## src/rtl/tmr_evt_pkg.sv

```systemverilog
// Package: shared constants for the timer event status register.
// Assumes an 8-bit register with channel flags in the low bits and the
// overflow flag in the top bit; the rest is padding that reads as 1.
package tmr_evt_pkg;
    localparam int REG_W    = 8;
    localparam int NUM_CH   = 4;
    localparam int OVF_BIT  = REG_W - 1;
    localparam int PAD_LO   = NUM_CH;
    localparam int PAD_HI   = OVF_BIT - 1;
    localparam logic [REG_W-1:0] FLAG_MASK =
        (REG_W'(1) << OVF_BIT) | ((REG_W'(1) << NUM_CH) - REG_W'(1));
    localparam logic [REG_W-1:0] PAD_MASK = ~FLAG_MASK;
    localparam logic [REG_W-1:0] RESET_VAL = PAD_MASK;
endpackage

```

## src/rtl/tmr_evt_src_sel.sv

```systemverilog
// Module: picks the set source of each channel flag.
// Assumes strobes are single-cycle pulses already qualified upstream
// (edge selection and compare are done elsewhere).
module tmr_evt_src_sel #(
    parameter int NUM_CH = 4
) (
    input  logic              mode_capture,
    input  logic [NUM_CH-1:0] cap_edge,
    input  logic [NUM_CH-1:0] cmp_match,
    output logic [NUM_CH-1:0] ch_set
);
    // Route either capture edges or compare matches to each channel flag.
    for (genvar g = 0; g < NUM_CH; g++) begin : g_ch
        assign ch_set[g] = mode_capture ? cap_edge[g] : cmp_match[g];
    end
endmodule

```

## src/rtl/tmr_evt_flag_cell.sv

```systemverilog
// Module: one status flag with a read-as-1 armed bit.
// The armed bit loads the flag on a read and is dropped on a write
// (a simultaneous read reloads it). A write with data 0 clears the flag
// only when armed; a set in the same cycle overrides the clear.
module tmr_evt_flag_cell (
    input  logic clk,
    input  logic rst_n,
    input  logic set_i,
    input  logic rd_i,
    input  logic wr_i,
    input  logic wr_bit_i,
    output logic flag_o
);
    logic armed;
    logic clr;

    // Qualified clear: write of 0 to a bit last read as 1.
    assign clr = wr_i && !wr_bit_i && armed;

    // Flag state: set wins over clear.
    always_ff @(posedge clk) begin
        if (!rst_n) flag_o <= 1'b0;
        else        flag_o <= set_i | (flag_o & ~clr);
    end

    // Armed bit: captured on read, discarded on write.
    always_ff @(posedge clk) begin
        if (!rst_n)    armed <= 1'b0;
        else if (rd_i) armed <= flag_o;
        else if (wr_i) armed <= 1'b0;
    end
endmodule

```

## src/rtl/tmr_evt_status.sv

```systemverilog
// Module: timer event status register (top).
// Holds four channel flags and one overflow flag; padding bits read 1.
// Assumes the bus port is synchronous: rd_en/wr_en are one-cycle strobes
// sampled at the rising edge, and rd_data is valid combinationally.
module tmr_evt_status
    import tmr_evt_pkg::*;
(
    input  logic              clk,
    input  logic              rst_n,
    input  logic              mode_capture,
    input  logic [NUM_CH-1:0] cap_edge,
    input  logic [NUM_CH-1:0] cmp_match,
    input  logic              ovf_strobe,
    input  logic              rd_en,
    input  logic              wr_en,
    input  logic [REG_W-1:0]  wr_data,
    output logic [REG_W-1:0]  rd_data
);
    logic [NUM_CH-1:0] ch_set;
    logic [REG_W-1:0]  set_vec;
    logic [REG_W-1:0]  flag_vec;

    tmr_evt_src_sel #(.NUM_CH(NUM_CH)) u_src (
        .mode_capture (mode_capture),
        .cap_edge     (cap_edge),
        .cmp_match    (cmp_match),
        .ch_set       (ch_set)
    );

    // Build the per-bit set vector and a flag cell for each flag position.
    for (genvar b = 0; b < REG_W; b++) begin : g_bit
        if (b < NUM_CH) begin : g_ch
            assign set_vec[b] = ch_set[b];
        end else if (b == OVF_BIT) begin : g_ovf
            assign set_vec[b] = ovf_strobe;
        end else begin : g_pad
            assign set_vec[b] = 1'b0;
        end

        if (FLAG_MASK[b]) begin : g_cell
            tmr_evt_flag_cell u_cell (
                .clk      (clk),
                .rst_n    (rst_n),
                .set_i    (set_vec[b]),
                .rd_i     (rd_en),
                .wr_i     (wr_en),
                .wr_bit_i (wr_data[b]),
                .flag_o   (flag_vec[b])
            );
        end else begin : g_tie
            assign flag_vec[b] = 1'b1;
        end
    end

    // Read path: flags straight out, padding forced to 1.
    assign rd_data = (flag_vec & FLAG_MASK) | PAD_MASK;
endmodule

```

## config.mk

```make
export PLATFORM = sky130hd
export DESIGN_NAME = tmr_evt_status
export DESIGN_NICKNAME = d
export VERILOG_FILES = /design/src/rtl/tmr_evt_pkg.sv /design/src/rtl/tmr_evt_src_sel.sv /design/src/rtl/tmr_evt_flag_cell.sv /design/src/rtl/tmr_evt_status.sv
export SDC_FILE = /design/constraint.sdc
export NUM_CORES = 1
export LEC_CHECK = 0
export ABC_AREA = 1
export BUFFER_PORTS_ARGS = -buffer_cell sky130_fd_sc_hd__buf_2
export CORE_AREA = 2 2 39 41
export DETAILED_ROUTE_END_ITERATION = 7
export DIE_AREA = 0 0 41 43
export GPL_TIMING_DRIVEN = 0
export PLACE_DENSITY = 0.72
export SLEW_MARGIN = 10
export SYNTH_ARGS = -nofsm -noshare
export SYNTH_HDL_FRONTEND = slang
export SYNTH_SLANG_ARGS = --single-unit
```

## constraint.sdc

```tcl
create_clock -name clk -period 1.04 [get_ports clk]
set_input_delay 0.104 -clock clk [delete_from_list [all_inputs] [get_ports clk]]
set_output_delay 0.104 -clock clk [all_outputs]
set_load 0.01 [all_outputs]
```

==> results summary <==
The part of the power in registers came out at 45.2%. The count of final max-slew check failures came out at 0. Yosys attributes the largest share of cell area to dfxtp_1 39%, nand2_1 14%, buf_4 13%, inv_1 10%, a21oi_1 9.7%.

The endpoint required time on the critical path is 0.94 ns. The portion of the post-synthesis area used by sequential elements is 38.8%. Power spread over the standard cell area amounts to 1360 nW/um^2. The die footprint is 1760 sq um. The layout net count came out at 129. The clock passes through at most 2 buffers. For the worst-skew pair, the clock arrives at the later sink with an insertion delay of 0.26 ns. The synthesized netlist cell count is 78.

Dividing the synthesized area by the synthesized cell count gives 6.61 sq um. The count of port buffers added during placement came out at 22. The cell sitting at the root of the clock tree is a clkbuf_4. The number of hold violations in the final report came out at 0.

The static leakage power came out at 0.396 nW. From synthesis to final layout, the design area changed by 33.7%. The share of async-settable or async-resettable flops after synthesis came out at 0%. The final-layout setup total negative slack is 0 ns. The reg-to-reg setup timing slack came out at 0.38 ns. The core occupancy in the finished layout is ~50%.

The number of global-route vias before repair came out at 369. The DRC marker count from the first detailed-route iteration is 8. The flow ran to the end, and the final reports show no timing, DRC or antenna violations.

Summed over all nets, the switching power comes to 229 uW. The worst min-delay path class is input pin to register. The final RePlAce weighted congestion is 0.707.

The average wire per cell in the routed design came out at 7.75 um. The area of the core is 1380 sq um. The height of the die is 43 um.

The cell internal power dissipation is 706 uW. The final wirelength is about 950 um. After synthesis, the largest family of logic cells by area is simple AND/OR/NAND/NOR gates. The number of buffers inserted during clock tree synthesis is 3. The initial antenna violation count came out at 0. The biggest area contributor in the post-synthesis netlist is dfxtp_1. After detailed routing, the number of remaining DRC violations is 0. Traced cell by cell, the critical path runs through buf_4, buf_2.

Gates resized during post-CTS repair numbered 0. The minimum clock period after layout came out at 0.958 ns. The simple-gate area share of the yosys netlist came out at a little over a quarter. The number of buffers inserted to repair setup after CTS is 0. The area of all placed cells without fillers came out at 689 sq um. The worst endpoint data arrival time came out at 0.85 ns. Of the total synthesized cell area, the portion taken by XOR and XNOR cells is 0%. The fraction of power spent switching nets is between 20 and 25%.

Setup repair after global routing left no endpoint under its margin. Across the run, the number of max-cap violations was 0. The cell with the largest stage delay on the worst path is dfxtp_1.

The final hold slack is 0.0744 ns. The TritonCTS clock tree is yes. Clock-pin slew was measured on the worst setup and hold paths at 0.07 ns.

The worst clock skew on the final layout is 0.000810 ns. The number of enable flip-flop cells after synthesis is 0. The compound-gate portion of the synthesized area came out at 9.71%.

Counting instances in the post-synthesis netlist gives the leading cell types as 19 x nand2_1, 14 x inv_1, 10 x a21oi_1, 10 x dfxtp_1, 9 x buf_4. The maximum ir drop on the vdd rail is 0.635 mV. The peak clock frequency supported by timing is 1.04 GHz. For this run, the total global-route usage over all layers was measured as about an eighth. The worst setup path is launched from a register.

The classification of the worst setup path is register to output port. The repair_antennas step left the layout with diodes totalling 0. For this design, the CTS-stage hold fixing added 0 buffers. The maximum fanout along the worst path came out at 3. The final number of setup-violating endpoints is 0. The first-pass GRT wire length is 1480 um. The row count is 14. The top cell type's share of synthesized area came out at approximately 39%.

The most instantiated flip-flop cell in the synthesis netlist is dfxtp_1. Measured along the x axis, the die boundary spans 41 um. The largest net degree at the start of global routing came out at 11. The count of H-tree levels built during CTS is 1. Counting distinct cell types in the post-synthesis netlist gives 10.

The number of buffers and inverters on the critical path is 2. The average via count per standard cell came out at 4.05. For this configuration, the core starts out at a cell density of 37.3%. The number of vias in the routed layout came out at 494. The first-pass detailed-route iteration total is 4.

The worst setup slack after layout came out at around 0.08 ns. The clock drives 10 sinks. STA classifies the critical path endpoint as an output port. The post-placement setup slack is 0.357 ns. The total of warnings raised by yosys came out at 0. The combinational fraction of design power is roughly 17%. Summed over all layers, the global routing overflow is 0. The family with the most delay on the worst path is flip-flops. The synthesized netlist occupies a cell area of between 500 and 600 sq um. The stage delay of the slowest cell on the critical path is 0.36 ns.

The adder and majority cell fraction of the synthesized area is 0%. The worst path uses 92.1% of the clock period. For this design the top-level I/O count stands at 30. The fraction of layout cells with a size suffix above 1 is 34.0%. The most common cell in the synthesized netlist is nand2_1.

The wire-length estimate of the detail-placed layout is 699 um. The instance area after placement came out at approximately 650 sq um. The fraction of synthesized area in multiplexers is 0%. The post-detailed-route count of antenna-violating nets is 0. The share of total power dissipated in the clock network is 37.4%. The flip-flop and latch count after synthesis came out at 10.
[layout by cell type, fill, tap and decap left out, types with 3 or more instances in the layout]
cell type and count:
clkbuf_4 3, buf_2 22, a21oi_1 10, conb_1 3, nor2_1 8, dfxtp_1 10
nand3_1 5, buf_4 9, nand2_1 19, inv_1 14
[tightest hold or removal path: cells and delay by family]
family,cells,cell delay [ns]
compound gates,1,0.05
buf+inv,2,0.13
[state kept, by name, indices dropped and copies added (netlist names)]
register,count
g_bit.g_cell.u_cell.armed,5
g_bit.g_cell.u_cell.flag_o,5
[per-stage QoR]
| stage | instances | total power, mW |
|---|---|---|
| 2_1_floorplan | 80 | 0.530 |
| 3_3_place_gp | 118 | 0.591 |
| 3_5_place_dp | 118 | 0.594 |
| 4_1_cts | 122 | 0.944 |
| 5_1_grt | 122 | 0.995 |
| 6_report | 122 | 0.935 |
[cell families after synthesis]
group,Yosys count
and+or+nand+nor,33
buffers and inverters,24
AOI/OAI and AO/OA,10
DFF,10
other,1
[final timing paths]
kind | from | end | cells after the start
hold reg to reg | g_bit[7].g_cell.u_cell.armed | g_bit[7].g_cell.u_cell.armed | 2
hold / removal | ovf_strobe | g_bit[7].g_cell.u_cell.flag_o | 3
setup / recovery | g_bit[0].g_cell.u_cell.flag_o | rd_data[0] | 2
setup reg to reg | g_bit[0].g_cell.u_cell.armed | g_bit[0].g_cell.u_cell.flag_o | 3
[final cells by class]
cell class                 instances  area (sq um)
tap                               16          20.0
timing repair buffer              22           110
buffer                             9          67.6
clock buffer                       4          36.3
inverter                          15          56.3
fill                             148           694
sequential                        10           200
multi-input combinational         46           199
[per-layer routing]
layer  track usage [%]  share of wire (%)
met1              15.7                 46
met2              16.6                 47
met3              7.85                7.0
met4              10.0                  0
met5                 0                  0
[power groups by stage]
stage	sequential, mW	combinational, mW	clock (mW)
after global placement	0.431	0.160	0
after detailed placement	0.431	0.163	0
after floorplan	0.428	0.102	0
final	0.423	0.162	0.350
after global routing	0.426	0.181	0.388
after CTS	0.423	0.164	0.358
No activity file was read; power rests on OpenSTA's default activity.
